[src/rtl/acq_mode_pkg.sv]
package acq_mode_pkg;
  localparam int ModW = 2;
  localparam int VidW = 2;

  typedef enum logic [ModW-1:0] {
    MOD_OFF = 2'd0,
    MOD_ON  = 2'd1,
    MOD_SEQ = 2'd2,
    MOD_BAD = 2'd3
  } mod_e;

  typedef enum logic [VidW-1:0] {
    VID_IDLE = 2'd0,
    VID_RAMP = 2'd1,
    VID_CAL  = 2'd2,
    VID_OPER = 2'd3
  } vid_e;
endpackage

[src/rtl/mod_layer_ctrl.sv]
module mod_layer_ctrl
  import acq_mode_pkg::*;
(
  input  logic            clk_i,
  input  logic            rst_ni,
  input  logic            req_valid_i,
  input  logic [ModW-1:0] req_i,
  output mod_e            mod_q_o,
  output mod_e            mod_nxt_o,
  output logic            bad_o
);
  mod_e mod_q, mod_nxt, req;
  logic bad;

  assign req = mod_e'(req_i);

  always_comb begin
    mod_nxt = mod_q;
    bad     = 1'b0;
    if (req_valid_i) begin
      if (req == MOD_BAD) begin
        bad = 1'b1;
      end else if (mod_q == MOD_OFF && req == MOD_SEQ) begin
        bad = 1'b1;  // OFF exits only to ON
      end else begin
        mod_nxt = req;
      end
    end
  end

  always_ff @(posedge clk_i or negedge rst_ni) begin
    if (!rst_ni) mod_q <= MOD_OFF;
    else         mod_q <= mod_nxt;
  end

  assign mod_q_o   = mod_q;
  assign mod_nxt_o = mod_nxt;
  assign bad_o     = bad;
endmodule

[src/rtl/vid_layer_ctrl.sv]
module vid_layer_ctrl
  import acq_mode_pkg::*;
(
  input  logic            clk_i,
  input  logic            rst_ni,
  input  mod_e            mod_q_i,
  input  mod_e            mod_nxt_i,
  input  logic            mod_req_valid_i,
  input  logic            req_valid_i,
  input  logic [VidW-1:0] req_i,
  output vid_e            vid_q_o,
  output logic            bad_o
);
  vid_e vid_q, vid_nxt, req;
  logic bad;

  assign req = vid_e'(req_i);

  always_comb begin
    vid_nxt = vid_q;
    bad     = 1'b0;
    if (req_valid_i) begin
      if (mod_req_valid_i || mod_q_i == MOD_OFF) begin
        bad = 1'b1;  // collision or unpowered
      end else if (req == vid_q) begin
        vid_nxt = vid_q;
      end else if (vid_q == VID_IDLE) begin
        if (req == VID_OPER && mod_q_i != MOD_SEQ) bad = 1'b1;
        else                                       vid_nxt = req;
      end else if (req == VID_IDLE) begin
        vid_nxt = VID_IDLE;
      end else begin
        bad = 1'b1;
      end
    end
    // forced fallback on module changes
    if (mod_nxt_i == MOD_OFF) begin
      vid_nxt = VID_IDLE;
    end else if (mod_q_i == MOD_SEQ && mod_nxt_i == MOD_ON && vid_q == VID_OPER) begin
      vid_nxt = VID_IDLE;
    end
  end

  always_ff @(posedge clk_i or negedge rst_ni) begin
    if (!rst_ni) vid_q <= VID_IDLE;
    else         vid_q <= vid_nxt;
  end

  assign vid_q_o = vid_q;
  assign bad_o   = bad;
endmodule

[src/rtl/err_latch.sv]
module err_latch #(
  parameter int NumSrc = 2
) (
  input  logic              clk_i,
  input  logic              rst_ni,
  input  logic [NumSrc-1:0] set_i,
  input  logic              clr_i,
  output logic              err_o
);
  logic err_q;

  always_ff @(posedge clk_i or negedge rst_ni) begin
    if (!rst_ni)     err_q <= 1'b0;
    else if (|set_i) err_q <= 1'b1;  // set wins over clear
    else if (clr_i)  err_q <= 1'b0;
  end

  assign err_o = err_q;
endmodule

[src/rtl/acq_mode_supervisor.sv]
module acq_mode_supervisor
  import acq_mode_pkg::*;
(
  input  logic            clk_i,
  input  logic            rst_ni,
  input  logic            mod_req_valid_i,
  input  logic [ModW-1:0] mod_req_i,
  input  logic            vid_req_valid_i,
  input  logic [VidW-1:0] vid_req_i,
  input  logic            err_clr_i,
  output logic            bias_en_o,
  output logic            seq_en_o,
  output logic [ModW-1:0] mod_state_o,
  output logic [VidW-1:0] vid_state_o,
  output logic            err_o
);
  mod_e mod_q, mod_nxt;
  vid_e vid_q;
  logic mod_bad, vid_bad;

  mod_layer_ctrl u_mod (
    .clk_i       (clk_i),
    .rst_ni      (rst_ni),
    .req_valid_i (mod_req_valid_i),
    .req_i       (mod_req_i),
    .mod_q_o     (mod_q),
    .mod_nxt_o   (mod_nxt),
    .bad_o       (mod_bad)
  );

  vid_layer_ctrl u_vid (
    .clk_i           (clk_i),
    .rst_ni          (rst_ni),
    .mod_q_i         (mod_q),
    .mod_nxt_i       (mod_nxt),
    .mod_req_valid_i (mod_req_valid_i),
    .req_valid_i     (vid_req_valid_i),
    .req_i           (vid_req_i),
    .vid_q_o         (vid_q),
    .bad_o           (vid_bad)
  );

  err_latch #(.NumSrc(2)) u_err (
    .clk_i  (clk_i),
    .rst_ni (rst_ni),
    .set_i  ({vid_bad, mod_bad}),
    .clr_i  (err_clr_i),
    .err_o  (err_o)
  );

  assign bias_en_o   = (mod_q != MOD_OFF);
  assign seq_en_o    = (mod_q == MOD_SEQ);
  assign mod_state_o = mod_q;
  assign vid_state_o = vid_q;
endmodule

[config.mk]
export PLATFORM = sky130hd
export DESIGN_NAME = acq_mode_supervisor
export DESIGN_NICKNAME = d
export VERILOG_FILES = /design/src/rtl/acq_mode_pkg.sv /design/src/rtl/mod_layer_ctrl.sv /design/src/rtl/vid_layer_ctrl.sv /design/src/rtl/err_latch.sv /design/src/rtl/acq_mode_supervisor.sv
export SDC_FILE = /design/constraint.sdc
export NUM_CORES = 1
export LEC_CHECK = 0
export BUFFER_PORTS_ARGS = -buffer_cell sky130_fd_sc_hd__buf_2
export CORE_AREA = 2 2 39 41
export DETAILED_ROUTE_END_ITERATION = 10
export DIE_AREA = 0 0 41 43
export SYNTH_ARGS = -nofsm -noshare
export SYNTH_HDL_FRONTEND = slang
export SYNTH_HIERARCHICAL = 1
export SYNTH_SLANG_ARGS = --single-unit
[constraint.sdc]
create_clock -name clk_i -period 3.45 [get_ports clk_i]
set_input_delay 0.5175 -clock clk_i [delete_from_list [all_inputs] [get_ports clk_i]]
set_output_delay 0.5175 -clock clk_i [all_outputs]
set_load 0.05 [all_outputs]
==> results.sh <==
export IMPL_insertion_delay_ns=0.24
export IMPL_synth_async_sr_flop_share_pct=100.0
export IMPL_detail_route_wl_per_cell_um=9.360
export IMPL_clock_fmax_mhz=614.3
export IMPL_timing_worst_setup_path_type="reg -> out"
export IMPL_power_leakage_nw=0.2411
export IMPL_grt_usage_pct=10.30
export IMPL_clk_pin_slew_ns=0.04
export IMPL_power_density_nw_per_um2=487.2
export IMPL_multi_input_comb_area_um2=205.2
export IMPL_status="finished, final reports clean"
export IMPL_die_x_um=41
export IMPL_dp_hpwl_um=574.5
export IMPL_yosys_top_cells_area="dfrtp_1 (37%), a21boi_0 (6.6%), nor2_1 (6.6%), mux2i_1 (5.9%), o21ai_0 (5.9%)"
export IMPL_clock_root_buffer="clkbuf_4"
export IMPL_place_gp_congestion=0.8206
export IMPL_grt_overflow=0
export IMPL_min_path_type="in -> async"
export IMPL_period_share_pct=47.19
export IMPL_core_area_um2=1384
export IMPL_num_io_pins=16
export IMPL_yosysWarningCount=6
export IMPL_rows=14
export IMPL_relSlewSlack_pct=79.52
export IMPL_cts_tree="done"
export IMPL_design_area_um2=462.9
export IMPL_endpoint_kind="primary output"
export IMPL_fin_util_pct=33.45
export IMPL_num_fill_cells=153
export IMPL_dpl_cell_area_um2=436.7
export IMPL_clockBufferDepth=2
export IMPL_routed_wl_um=702
export IMPL_finalSetupViolCount=0
export IMPL_finalClockSkew_ns=0.005483
export IMPL_total_power_mw=0.2255
export IMPL_drc_errors=0
export IMPL_drtIter0Drc=4
export IMPL_hold_viol_final=0
export IMPL_cts_buffers=3
export IMPL_cts_setup_buffers=0
export IMPL_nets=69
export IMPL_synth_seq_area_share_pct=36.63
export IMPL_setup_tns_final_ns=0
export IMPL_synthFlopType="dfrtp_1"
export IMPL_htreeDepth=1
export IMPL_cts_hold_buf=0
export IMPL_cp_arrival_ns=1.11
export IMPL_antenna_found_initial=0
export IMPL_synth_top_area_cell="dfrtp_1"
export IMPL_antenna_cells=0
export IMPL_cts_resized=0
export IMPL_start_kind="flop"
export IMPL_crit_slowest_cell="dfrtp_1"
export IMPL_synth_edff_count=0
export IMPL_syn_cell_area_um2=341.6
export IMPL_vdd_ir_drop_worst_mv=0.1767
export IMPL_path_cells="or2_1 > buf_2"
export IMPL_syn_to_final_growth_pct=35.53
export IMPL_die_h_um=43
export IMPL_ys_ff_latch=5
export IMPL_yosys_cell_types_count=19
export IMPL_avgViaCountPerCell=4.453
export IMPL_grt_setup_unrepaired="no"
export IMPL_drv_cap=0
export IMPL_synth_avg_cell_area_um2=8.539
export IMPL_grt_pass1_vias=322
export IMPL_die_area_um2=1763
export IMPL_initial_core_util_pct=24.68
export IMPL_max_stage_delay_ns=0.44
export IMPL_vias=334
export IMPL_syn_num_nets=49
export IMPL_min_period_ns=1.628
export IMPL_dr_pass1_iters=4
export IMPL_cts_sinks=5
export IMPL_path_max_fanout=8
export IMPL_portBuffers=15
export IMPL_worst_pin_slew_ns=0.3059
export IMPL_drv_slew=0
export IMPL_required_ns=2.93
export IMPL_ant_nets=0
export IMPL_synth_top_cell_area_share_pct=36.63
export IMPL_grt_first_pass_wirelength_um=1235
export IMPL_drive_gt1_share_pct=33.90
export IMPL_grt_max_degree=9
export IMPL_seq_area_um2=125.1
export IMPL_postSynthCellCount=40
report_power, final:
group / internal [mW] / total (mW) / switching (mW) / leakage, nW
clock network: 0.0436 / 0.0659 / 0.0223 / 0.0150
registers: 0.0653 / 0.0742 / 0.00889 / 0.0633
logic: 0.0276 / 0.0854 / 0.0579 / 0.163
layer usage:
metal	share of wire [%]	GRT usage [%]	vias to the layer above
met5	0	0	-
met4	0	8.000	0
met3	5.6	1.571	0
met2	46	13.44	9
met1	48	14.43	149
li1	-	-	176
layout make-up:
type	count	area share [%]
multi-input cells	32	44.32
clock buffers	4	5.676
repair buffers	15	16.22
inverters	3	2.432
flip-flops and latches	5	27.03
well taps	16	4.324
cells by family (layout without fill, tap and decap cells):
family,after synthesis,count (layout),synth area share (%)
AOI/OAI and AO/OA,12,12,22.71
xor gates and xnor gates,2,2,5.129
buffers and inverters,3,22,3.296
DFF,5,5,36.63
muxes,2,2,5.861
and+or+nand+nor,16,16,26.37
worst max-delay path, delay by kind of cell (launching register included):
kind | cells | cell delay, ns
flip-flops | 1 | 0.44
AND/OR/NAND/NOR | 1 | 0.23
buffers and inverters | 1 | 0.21
cell usage after synthesis, types with 2 or more instances:
cell / count
nor2_1: 6
inv_1: 3
o21ai_0: 4
nand2_1: 3
xor2_1: 2
nor2b_1: 2
mux2i_1: 2
a21boi_0: 3
dfrtp_1: 5
flip-flops by register name (all words and copies together), names as in the netlist:
signal         cells
u_err/err_o        1
u_mod/mod_q_o      2
u_vid/vid_q_o      2
final timing paths:
path / slack (ns) / cells past startpoint / endpoint / start
max reg2reg: 2.03 / 4 / u_vid/vid_q_o[1] / u_mod/mod_q_o[0]
min: 0.08 / 1 / u_vid/vid_q_o[0] / rst_ni
max in group asynchronous: 3.24 / 1 / u_err/err_o / rst_ni
min reg2reg: 0.51 / 2 / u_err/err_o / u_err/err_o
min in group clk_i: 0.45 / 2 / u_err/err_o / err_clr_i
max: 1.82 / 2 / bias_en_o / u_mod/mod_q_o[0]
placed cells by master, fill, tap and decap left out, drive strengths merged:
master | synthesis | layout
a21boi | 3 | 3
clkbuf | 0 | 4
a2bb2oi | 1 | 1
or2 | 1 | 1
mux2i | 2 | 2
inv | 3 | 3
nand2 | 3 | 3
nand3b | 1 | 1
nor3 | 1 | 1
xor2 | 2 | 2
o211a | 1 | 1
a21oi | 1 | 1
o22ai | 1 | 1
and4bb | 1 | 1
nor2 | 6 | 6
dfrtp | 5 | 5
o21ai | 5 | 5
nor2b | 2 | 2
buf | 0 | 15
and2b | 1 | 1
per-stage QoR:
stage	hold slack, ns	cells	setup WS [ns]
after floorplan	0.2219	40	1.476
after global placement	0.3356	71	1.763
after detailed placement	0.3367	71	1.753
after CTS	0.07388	75	1.810
after global routing	0.08049	75	1.753
final	0.08018	75	1.822
(Power assumes the default switching activity.)
